**config.mk**
```make
export PLATFORM = sky130hd
export DESIGN_NAME = cable_port_pwr_ctrl
export DESIGN_NICKNAME = d
export VERILOG_FILES = /design/src/rtl/port_pwr_pkg.sv /design/src/rtl/port_next_state.sv /design/src/rtl/port_pwr_slice.sv /design/src/rtl/cna_detect.sv /design/src/rtl/reset_stretch.sv /design/src/rtl/cable_port_pwr_ctrl.sv
export SDC_FILE = /design/constraint.sdc
export NUM_CORES = 1
export LEC_CHECK = 0
export ABC_CLOCK_PERIOD_IN_PS = 2100
export BUFFER_PORTS_ARGS = -buffer_cell sky130_fd_sc_hd__buf_4
export CAP_MARGIN = 15
export CORE_MARGIN = 5
export CORE_UTILIZATION = 35
export CTS_CLUSTER_DIAMETER = 60
export CTS_CLUSTER_SIZE = 25
export DETAILED_ROUTE_END_ITERATION = 10
export GPL_TIMING_DRIVEN = 0
export PLACE_DENSITY = 0.62
export SETUP_SLACK_MARGIN = 0.02
export SYNTH_ARGS = -nofsm -noshare
export SYNTH_HDL_FRONTEND = slang
export SYNTH_SLANG_ARGS = --single-unit
```
**constraint.sdc**
```tcl
create_clock -name clk_i -period 2.1 [get_ports clk_i]
set_input_delay 0.105 -clock clk_i [delete_from_list [all_inputs] [get_ports clk_i]]
set_output_delay 0.105 -clock clk_i [all_outputs]
set_load 0.05 [all_outputs]
```
**src/rtl/port_pwr_pkg.sv**
```systemverilog
package port_pwr_pkg;

    typedef enum logic [1:0] {
        PS_DISABLED = 2'd0,
        PS_DISCONN  = 2'd1,
        PS_ACTIVE   = 2'd2,
        PS_SUSPEND  = 2'd3
    } port_state_e;

    typedef struct packed {
        port_state_e st;
        logic        xcvr_en;
        logic        bias_en;
        logic        core_pwr;
        logic        det_pwr;
    } slice_regs_t;

    localparam slice_regs_t SLICE_RESET = '{
        st:       PS_DISCONN,
        xcvr_en:  1'b0,
        bias_en:  1'b0,
        core_pwr: 1'b0,
        det_pwr:  1'b1
    };

endpackage

```
**src/rtl/port_next_state.sv**
```systemverilog
module port_next_state
    import port_pwr_pkg::*;
(
    input  port_state_e st_q,
    input  logic        pd,
    input  logic        port_off,
    input  logic        conn,
    input  logic        bias,
    input  logic        susp_req,
    input  logic        resume_req,
    output port_state_e st_d
);

    always_comb begin
        st_d = st_q;
        if (pd) begin
            st_d = PS_DISCONN;
        end else if (port_off) begin
            st_d = PS_DISABLED;
        end else begin
            unique case (st_q)
                PS_DISABLED: st_d = PS_DISCONN;
                PS_DISCONN: begin
                    if (conn) st_d = PS_ACTIVE;
                end
                PS_ACTIVE: begin
                    if (!conn)         st_d = PS_DISCONN;
                    else if (susp_req) st_d = PS_SUSPEND;
                end
                PS_SUSPEND: begin
                    if (resume_req || bias) st_d = conn ? PS_ACTIVE : PS_DISCONN;
                    else if (!conn)         st_d = PS_DISCONN;
                end
                default: st_d = PS_DISCONN;
            endcase
        end
    end

endmodule

```
**src/rtl/port_pwr_slice.sv**
```systemverilog
module port_pwr_slice
    import port_pwr_pkg::*;
(
    input  logic        clk_i,
    input  logic        rst_ni,
    input  logic        pd_i,
    input  logic        port_off_i,
    input  logic        conn_i,
    input  logic        bias_i,
    input  logic        susp_req_i,
    input  logic        resume_req_i,
    input  logic        arb_dis_i,
    output port_state_e st_o,
    output logic        xcvr_en_o,
    output logic        bias_en_o,
    output logic        core_pwr_o,
    output logic        det_pwr_o
);

    slice_regs_t r_d, r_q;
    port_state_e st_next;

    port_next_state u_next (
        .st_q       (r_q.st),
        .pd         (pd_i),
        .port_off   (port_off_i),
        .conn       (conn_i),
        .bias       (bias_i),
        .susp_req   (susp_req_i),
        .resume_req (resume_req_i),
        .st_d       (st_next)
    );

    always_comb begin
        r_d          = r_q;
        r_d.st       = st_next;
        r_d.xcvr_en  = !pd_i && conn_i && !arb_dis_i && (st_next == PS_ACTIVE);
        r_d.bias_en  = !pd_i && ((st_next == PS_ACTIVE) || (st_next == PS_DISCONN));
        r_d.core_pwr = !pd_i && (st_next != PS_SUSPEND);
        r_d.det_pwr  = pd_i || (st_next != PS_DISABLED);
    end

    always_ff @(posedge clk_i or negedge rst_ni) begin
        if (!rst_ni) r_q <= SLICE_RESET;
        else         r_q <= r_d;
    end

    assign st_o       = r_q.st;
    assign xcvr_en_o  = r_q.xcvr_en;
    assign bias_en_o  = r_q.bias_en;
    assign core_pwr_o = r_q.core_pwr;
    assign det_pwr_o  = r_q.det_pwr;


    xcvr_only_active_chk: assert property (@(posedge clk_i) disable iff (!rst_ni)
        r_q.xcvr_en |-> (r_q.st == PS_ACTIVE));


    bias_off_when_parked_chk: assert property (@(posedge clk_i) disable iff (!rst_ni)
        r_q.bias_en |-> (r_q.st == PS_ACTIVE || r_q.st == PS_DISCONN));


    suspend_gating_chk: assert property (@(posedge clk_i) disable iff (!rst_ni)
        (r_q.st == PS_SUSPEND) |-> (!r_q.core_pwr && r_q.det_pwr && !r_q.xcvr_en));


    port_off_chk: assert property (@(posedge clk_i) disable iff (!rst_ni)
        (port_off_i && !pd_i) |=> (r_q.st == PS_DISABLED && !r_q.det_pwr));


    pd_forces_disconn_chk: assert property (@(posedge clk_i) disable iff (!rst_ni)
        pd_i |=> (r_q.st == PS_DISCONN && r_q.det_pwr && !r_q.core_pwr));


    resume_no_cable_chk: assert property (@(posedge clk_i) disable iff (!rst_ni)
        (r_q.st == PS_SUSPEND && !conn_i && !pd_i && !port_off_i) |=> (r_q.st == PS_DISCONN));

endmodule

```
**src/rtl/cna_detect.sv**
```systemverilog
module cna_detect
    import port_pwr_pkg::*;
#(
    parameter int NUM_PORTS = 1
) (
    input  logic                 pd_i,
    input  logic [NUM_PORTS-1:0] bias_det_i,
    input  logic [NUM_PORTS-1:0] port_active_i,
    output logic                 cna_o
);

    logic [NUM_PORTS-1:0] live;

    always_comb begin
        live  = pd_i ? bias_det_i : (bias_det_i & port_active_i);
        cna_o = ~|live;
    end


    always_comb begin
        if (!pd_i && (port_active_i == '0))
            cna_idle_chk: assert (cna_o);
    end

endmodule

```
**src/rtl/reset_stretch.sv**
```systemverilog
module reset_stretch #(
    parameter int RST_HOLD = 16
) (
    input  logic clk_i,
    input  logic rst_ni,
    input  logic pd_i,
    output logic rst_req_o
);

    localparam int CNT_W = $clog2(RST_HOLD + 1);

    typedef struct packed {
        logic [CNT_W-1:0] cnt;
        logic             req;
    } stretch_regs_t;

    stretch_regs_t s_d, s_q;

    always_comb begin
        s_d     = s_q;
        s_d.req = pd_i || (s_q.cnt != '0);
        if (pd_i)               s_d.cnt = CNT_W'(RST_HOLD);
        else if (s_q.cnt != '0) s_d.cnt = s_q.cnt - 1'b1;
    end

    always_ff @(posedge clk_i or negedge rst_ni) begin
        if (!rst_ni) s_q <= '0;
        else         s_q <= s_d;
    end

    assign rst_req_o = s_q.req;


    pd_raises_req_chk: assert property (@(posedge clk_i) disable iff (!rst_ni)
        pd_i |=> rst_req_o);


    no_req_without_cause_chk: assert property (@(posedge clk_i) disable iff (!rst_ni)
        (!pd_i && s_q.cnt == '0) |=> !rst_req_o);

endmodule

```
**src/rtl/cable_port_pwr_ctrl.sv**
```systemverilog
module cable_port_pwr_ctrl
    import port_pwr_pkg::*;
#(
    parameter int NUM_PORTS = 1,
    parameter int RST_HOLD  = 16
) (
    input  logic                   clk_i,
    input  logic                   rst_ni,
    input  logic                   pd_i,
    input  logic [NUM_PORTS-1:0]   cable_conn_i,
    input  logic [NUM_PORTS-1:0]   bias_det_i,
    input  logic [NUM_PORTS-1:0]   susp_req_i,
    input  logic [NUM_PORTS-1:0]   resume_req_i,
    input  logic [NUM_PORTS-1:0]   arb_dis_i,
    input  logic [NUM_PORTS-1:0]   port_off_i,
    output logic [NUM_PORTS-1:0]   xcvr_en_o,
    output logic [NUM_PORTS-1:0]   bias_drv_en_o,
    output logic [NUM_PORTS-1:0]   core_pwr_en_o,
    output logic [NUM_PORTS-1:0]   det_pwr_en_o,
    output logic                   cna_o,
    output logic                   rst_req_o,
    output logic [2*NUM_PORTS-1:0] port_state_o
);

    logic [NUM_PORTS-1:0] port_active;

    for (genvar p = 0; p < NUM_PORTS; p++) begin : g_port
        port_state_e st;

        port_pwr_slice u_slice (
            .clk_i        (clk_i),
            .rst_ni       (rst_ni),
            .pd_i         (pd_i),
            .port_off_i   (port_off_i[p]),
            .conn_i       (cable_conn_i[p]),
            .bias_i       (bias_det_i[p]),
            .susp_req_i   (susp_req_i[p]),
            .resume_req_i (resume_req_i[p]),
            .arb_dis_i    (arb_dis_i[p]),
            .st_o         (st),
            .xcvr_en_o    (xcvr_en_o[p]),
            .bias_en_o    (bias_drv_en_o[p]),
            .core_pwr_o   (core_pwr_en_o[p]),
            .det_pwr_o    (det_pwr_en_o[p])
        );

        assign port_active[p]          = (st == PS_ACTIVE);
        assign port_state_o[2*p +: 2]  = st;
    end

    cna_detect #(.NUM_PORTS(NUM_PORTS)) u_cna (
        .pd_i          (pd_i),
        .bias_det_i    (bias_det_i),
        .port_active_i (port_active),
        .cna_o         (cna_o)
    );

    reset_stretch #(.RST_HOLD(RST_HOLD)) u_rst (
        .clk_i     (clk_i),
        .rst_ni    (rst_ni),
        .pd_i      (pd_i),
        .rst_req_o (rst_req_o)
    );

endmodule

```
[Word-level counts from Yosys, hierarchy flattened]
Index checks and enable logic that the tools add are counted.
Storage, ports and cells
  register bits: 12
  latch bits: 0
  bits in writable memories: 0
  bits in read-only memories: 0
  bits of input ports: 9
  output and inout bits: 8
  word-level logic and storage cells: 43
  memories: 0
Cells by class
  add/sub/neg operators: 1
  $mul: 0
  div/mod/pow operators: 0
  magnitude comparators: 0
  equal/unequal tests: 6
  shift operators: 0
  multiplexer cells: 12
  bitwise operators: 1
  reductions and logical operators: 16
Operator list (count)
  2-bit 2-to-1 mux: 8
  5-bit 2-to-1 mux: 2
  2-bit one-hot mux with 4 select lines: 1
  2-bit == test (second input constant): 3
  1-bit logical AND: 5
  5-bit nonzero test: 1
  5-bit by 1-bit subtractor with 5-bit output (second input constant): 1
  2-bit by 1-bit == test with 1-bit output (second input constant): 2
  1-bit logical OR: 4
  2-bit nonzero test: 2
  1-bit logical NOT: 3
  2-bit logical NOT: 1
  2-bit != test (second input constant): 1
  1-bit bitwise AND: 1
  1-bit 2-to-1 mux: 1

[Logic depth before layout (Yosys ltp)]
  depth after elaboration: 8
  depth in mapped cells: 6
  mapped depth without buffers: 5

[Cells and area by module]
A second synthesis with hierarchy kept.
Unflattened totals
  cells, all modules: 52
  area, all modules: 584.3 um2
By module, submodules not included
  reset_stretch: instances 1, cells each 27, area each 282.8 um2, seq. area each 150.1 um2
  port_pwr_slice: instances 1, cells each 15, area each 229.0 um2, seq. area each 152.6 um2
  port_next_state: instances 1, cells each 8, area each 53.8 um2, seq. area each 0.0 um2
  cable_port_pwr_ctrl: instances 1, cells each 1, area each 13.8 um2, seq. area each 0.0 um2
  cna_detect: instances 1, cells each 1, area each 5.0 um2, seq. area each 0.0 um2

[Least setup slack after synthesis]
OpenSTA, ideal clock, no wires.
  kind: register -> output
  start: register g_port[0].u_slice.r_q (netlist bit g_port[0].u_slice.st_o[1])
  end: output port cna_o
  arrival: 1884 ps
  required time: 1995 ps
  path slack: 111 ps
  stages on the path, launching flop included: 3
  buffers on the path: 0
  cells stage by stage: dfrtp_1 > nor2b_1 > o21ai_0
Between the ends
  cells in the longest elaborated chain, start to end: 4
Ends and longest elaborated chain
  start, declared: RTL line port_pwr_slice.sv:20  | slice_regs_t r_d, r_q;
  start signal, assigned: RTL line port_pwr_slice.sv:45  | else r_q <= r_d;
  2-bit == test: RTL line cable_port_pwr_ctrl.sv:47  | assign port_active[p] = (st == PS_ACTIVE);
  1-bit bitwise AND: RTL line cna_detect.sv:15  | live = pd_i ? bias_det_i : (bias_det_i & port_active_i);
  1-bit 2-to-1 mux: RTL line cna_detect.sv:15
  1-bit logical NOT: RTL line cna_detect.sv:16  | cna_o = ~|live;
  end, declared: RTL line cable_port_pwr_ctrl.sv:20  | output logic cna_o,
No other way between the ends.

==> summary.md <==
| Metric | Value |
|---|---|
| Outcome | complete, no violations |
| Final ANT Viol Nets | 0 |
| Peak VDD IR | 0.408 mV |
| Worst hold path class | in -> reg |
| Synth top area cells | dfrtp_1, ha_1, dfstp_2 |
| Cell Area, Synth | roughly 600 um^2 |
| Fillers | 147 |
| Most common flop cell mapped by yosys | dfrtp_1 |
| Setup TNS | 0 ns |
| # diodes | 0 |
| Share of layout cells above drive strength 1 | between 30% and 40% |
| Layout Nets | 92 |
| Post-Synth Simple-Gate Area | approximately a quarter |
| Crit path time final | around 1.6 ns |
| Synth unique cells | 23 |
| Share of the synthesized area in the top cell type | 42.3% |
| Core ar. | roughly 0.0016 mm^2 |
| Max-Cap Viols | 0 |
| Fmax | 631 MHz |
| CP required | about 2.3 ns |
| Reg area | 303 um^2 |
| Synthesized Nets | 69 |
| GPL Wtd Cong | ~0.68 |
| Initial Util | a little under two fifths |
| Gate Count Post-Synth | 55 |
| Drt wl/cell | 12.0 um |
| Area growth from synthesis to layout | 33.2% |
| Hold Crit Start | port_off_i |
| Post-synth top cells | dfrtp_1, nor2_1, ha_1 |
| Die extent in x | slightly above 50 um |
| Mux cell area share after synthesis | under 10% |
| Crit. End Element | register |
| Worst-Skew Late Latency | 0.26 ns |
| P per Cell Area | 1010 mW/mm^2 |
| Post-DP HPWL | approximately 880 um |
| Critical path launch point type | register |
| FF-to-FF Start | g_port[0].u_slice.st_o[0]$_DFF_PN1_ |
| I/O pin total | 17 |
| WP data arrival | 1.74 ns |
| Post-synth ARST share | 100% |
| Worst r2r path cells | 5 |
| Clock skew | 0.00253 ns |
| Die ar. | roughly 0.0026 mm^2 |
| First-pass GRT wire length | between 1.5 and 2 mm |
| CTS H-tree depth | 1 |
| Via density | 4.87 |
| DRC | 0 |
| Worst R2R Setup Slack | between 0.5 and 0.6 ns |
| Clock buffer depth | 2 |
| Xor-xnor portion of the synthesized cell area | 1.48% |
| Number of CTS-inserted buffers | 3 |
| Crit Path Category | reg -> reg |
| Tcrit/Tclk final | between 70 and 80% |
| Synthesized-area fraction occupied by adder cells | between 10% and 20% |
| Measured slew at the worst slew-check pin | ~0.36 ns |
| Num rows | 14 |
| Capture point of the worst reg-to-reg path | g_port[0].u_slice.bias_en_o$_DFF_PN0_ |
| Worst-path fanout max | 4 |
| Sequential fraction of the synthesis area | 51.2% |
| Largest net degree at the start of global routing | 13 |
| Via count | between 400 and 500 |
| Remaining global-route overflow | 0 |
| DR iter-0 viols | 3 |
| Root Buffer Master | clkbuf_4 |
| Post-synthesis register bit count | 12 |
| Vias in the first global route | between 400 and 500 |
| Antenna violations before repair | 0 |
| Hold slack | roughly 0.034 ns |
| # clock sinks | 12 |
| Port Buffers | 16 |
| Mean post-synth cell area | about 11 um^2 |
| Worst hold stages | 2 |
| Setup Buffers After CTS | 0 |
| GR Util All Layers | around a tenth |
| Synthesis Warnings | 0 |
| Slew Limit Headroom | between 70% and 80% |
| Main combinational cell family by area after synthesis | simple AND/OR/NAND/NOR gates |
| Hold Path Sink | g_port[0].u_slice.st_o[0]$_DFF_PN1_ |
| Final wirelength | 1.12 mm |
| Area leader, netlist | dfrtp_1 |
| Hold Fails Final Rpt | 0 |
| RSZ-0062 raised after global routing | false |
| Area of the multi-input gates | roughly 270 um^2 |
| Cts-stage hold buffer count | 2 |
| Register clock-pin slew on the reported worst setup and hold paths | roughly 0.080 ns |
| CTS tree | built |
| Non-filler cells, final | 93 |
| Setup Viol. Count Final | 0 |
| Placed insts | 87 |
| Top-count cell post-synth | dfrtp_1 |
| Die Height | slightly above 50 um |
| Compound-cell area share of the yosys netlist | under 10% |
| Final Max Tran Viols | 0 |
| Leakage | 0.000375 uW |
| DRT Pass-1 Iters | 2 |
| Post-synth EDFFs | 0 |
| Post-CTS sizing | 0 |
==> routing by layer <==
layer  GRT usage [%]  wire, um  vias up
met5               0         0        -
met2            16.7       557       14
met3            4.36        75        0
met4            4.04         0        0
li1                -         -      232
met1            12.1       484      207
==> critical path: stages (launching register included) <==
cell and delay [ns]:
dfstp_2 0.57, nor2b_1 0.06, and3b_1 0.17, o31a_1 0.26, ha_1 0.29, nor2b_1 0.13
==> worst max-delay path by stage <==
stage                                   startpoint                                    end  slack (ns)
3_3_place_gp   g_port[0].u_slice.st_o[0]$_DFF_PN1_  g_port[0].u_slice.bias_en_o$_DFF_PN0_        0.55
6_report       g_port[0].u_slice.st_o[0]$_DFF_PN1_  g_port[0].u_slice.bias_en_o$_DFF_PN0_        0.51
5_1_grt                   u_rst.s_q[1]$_DFFE_PN0P_               u_rst.s_q[2]$_DFFE_PN0P_        0.42
3_5_place_dp              u_rst.s_q[1]$_DFFE_PN0P_               u_rst.s_q[1]$_DFFE_PN0P_        0.51
2_1_floorplan  g_port[0].u_slice.st_o[1]$_DFF_PN0_                                  cna_o        0.11
4_1_cts                   u_rst.s_q[1]$_DFFE_PN0P_               u_rst.s_q[1]$_DFFE_PN0P_        0.50
==> state kept, by name, indices dropped and copies added, names as in the netlist <==
| name | count |
|---|---|
| u_rst.s_q | 5 |
| g_port.u_slice.st_o | 2 |
| g_port.u_slice.bias_en_o | 1 |
| g_port.u_slice.core_pwr_o | 1 |
| g_port.u_slice.det_pwr_o | 1 |
| g_port.u_slice.xcvr_en_o | 1 |
| u_rst.rst_req_o | 1 |
==> cell type report <==
| cell class | instances | share of cell area [%] |
|---|---|---|
| Inverter | 3 | 1.43 |
| Clock buffer | 4 | 4.60 |
| Tap cell | 16 | 2.54 |
| Multi-Input combinational cell | 39 | 34.6 |
| Sequential cell | 12 | 38.4 |
| Timing Repair Buffer | 18 | 17.8 |
| Buffer | 1 | 0.635 |
==> cells by family after synthesis <==
group	count (synthesis)
AOI/OAI and AO/OA	7
xor gates and xnor gates	1
adders and majority gates	5
buffers and inverters	4
DFF	12
muxes	1
and+or+nand+nor	25
==> layout by cell type, fill, tap and decap left out, types with 2 or more instances in the layout <==
cell type / instances
a21oi_1: 3
buf_4: 16
dlygate4sd3_1: 2
dfrtp_1: 10
nor3_1: 2
nand3b_1: 2
nor2_1: 6
dfstp_2: 2
inv_1: 3
ha_1: 5
or2b_1: 2
clkbuf_4: 3
nor2b_1: 2
nand2_1: 4
nor3b_1: 2
nand2b_1: 2
==> through the flow <==
step           utilization (%)  worst slack (ns)  power, uW  area (um^2)
3_5_place_dp              47.0             0.514        626          732
4_1_cts                   50.6             0.502        814          788
2_1_floorplan                -             0.111        550          592
6_report                  50.6             0.515        800          788
5_1_grt                   50.6             0.417        861          788
3_3_place_gp              47.0             0.546        615          732
==> where the power goes <==
part | total, uW | leakage (uW) | internal, uW | switching [uW]
clock | 180 | 0.0000210 | 105 | 75.2
sequential | 331 | 0.000144 | 286 | 44.3
combinational | 289 | 0.000211 | 142 | 146
(Power assumes the default switching activity.)
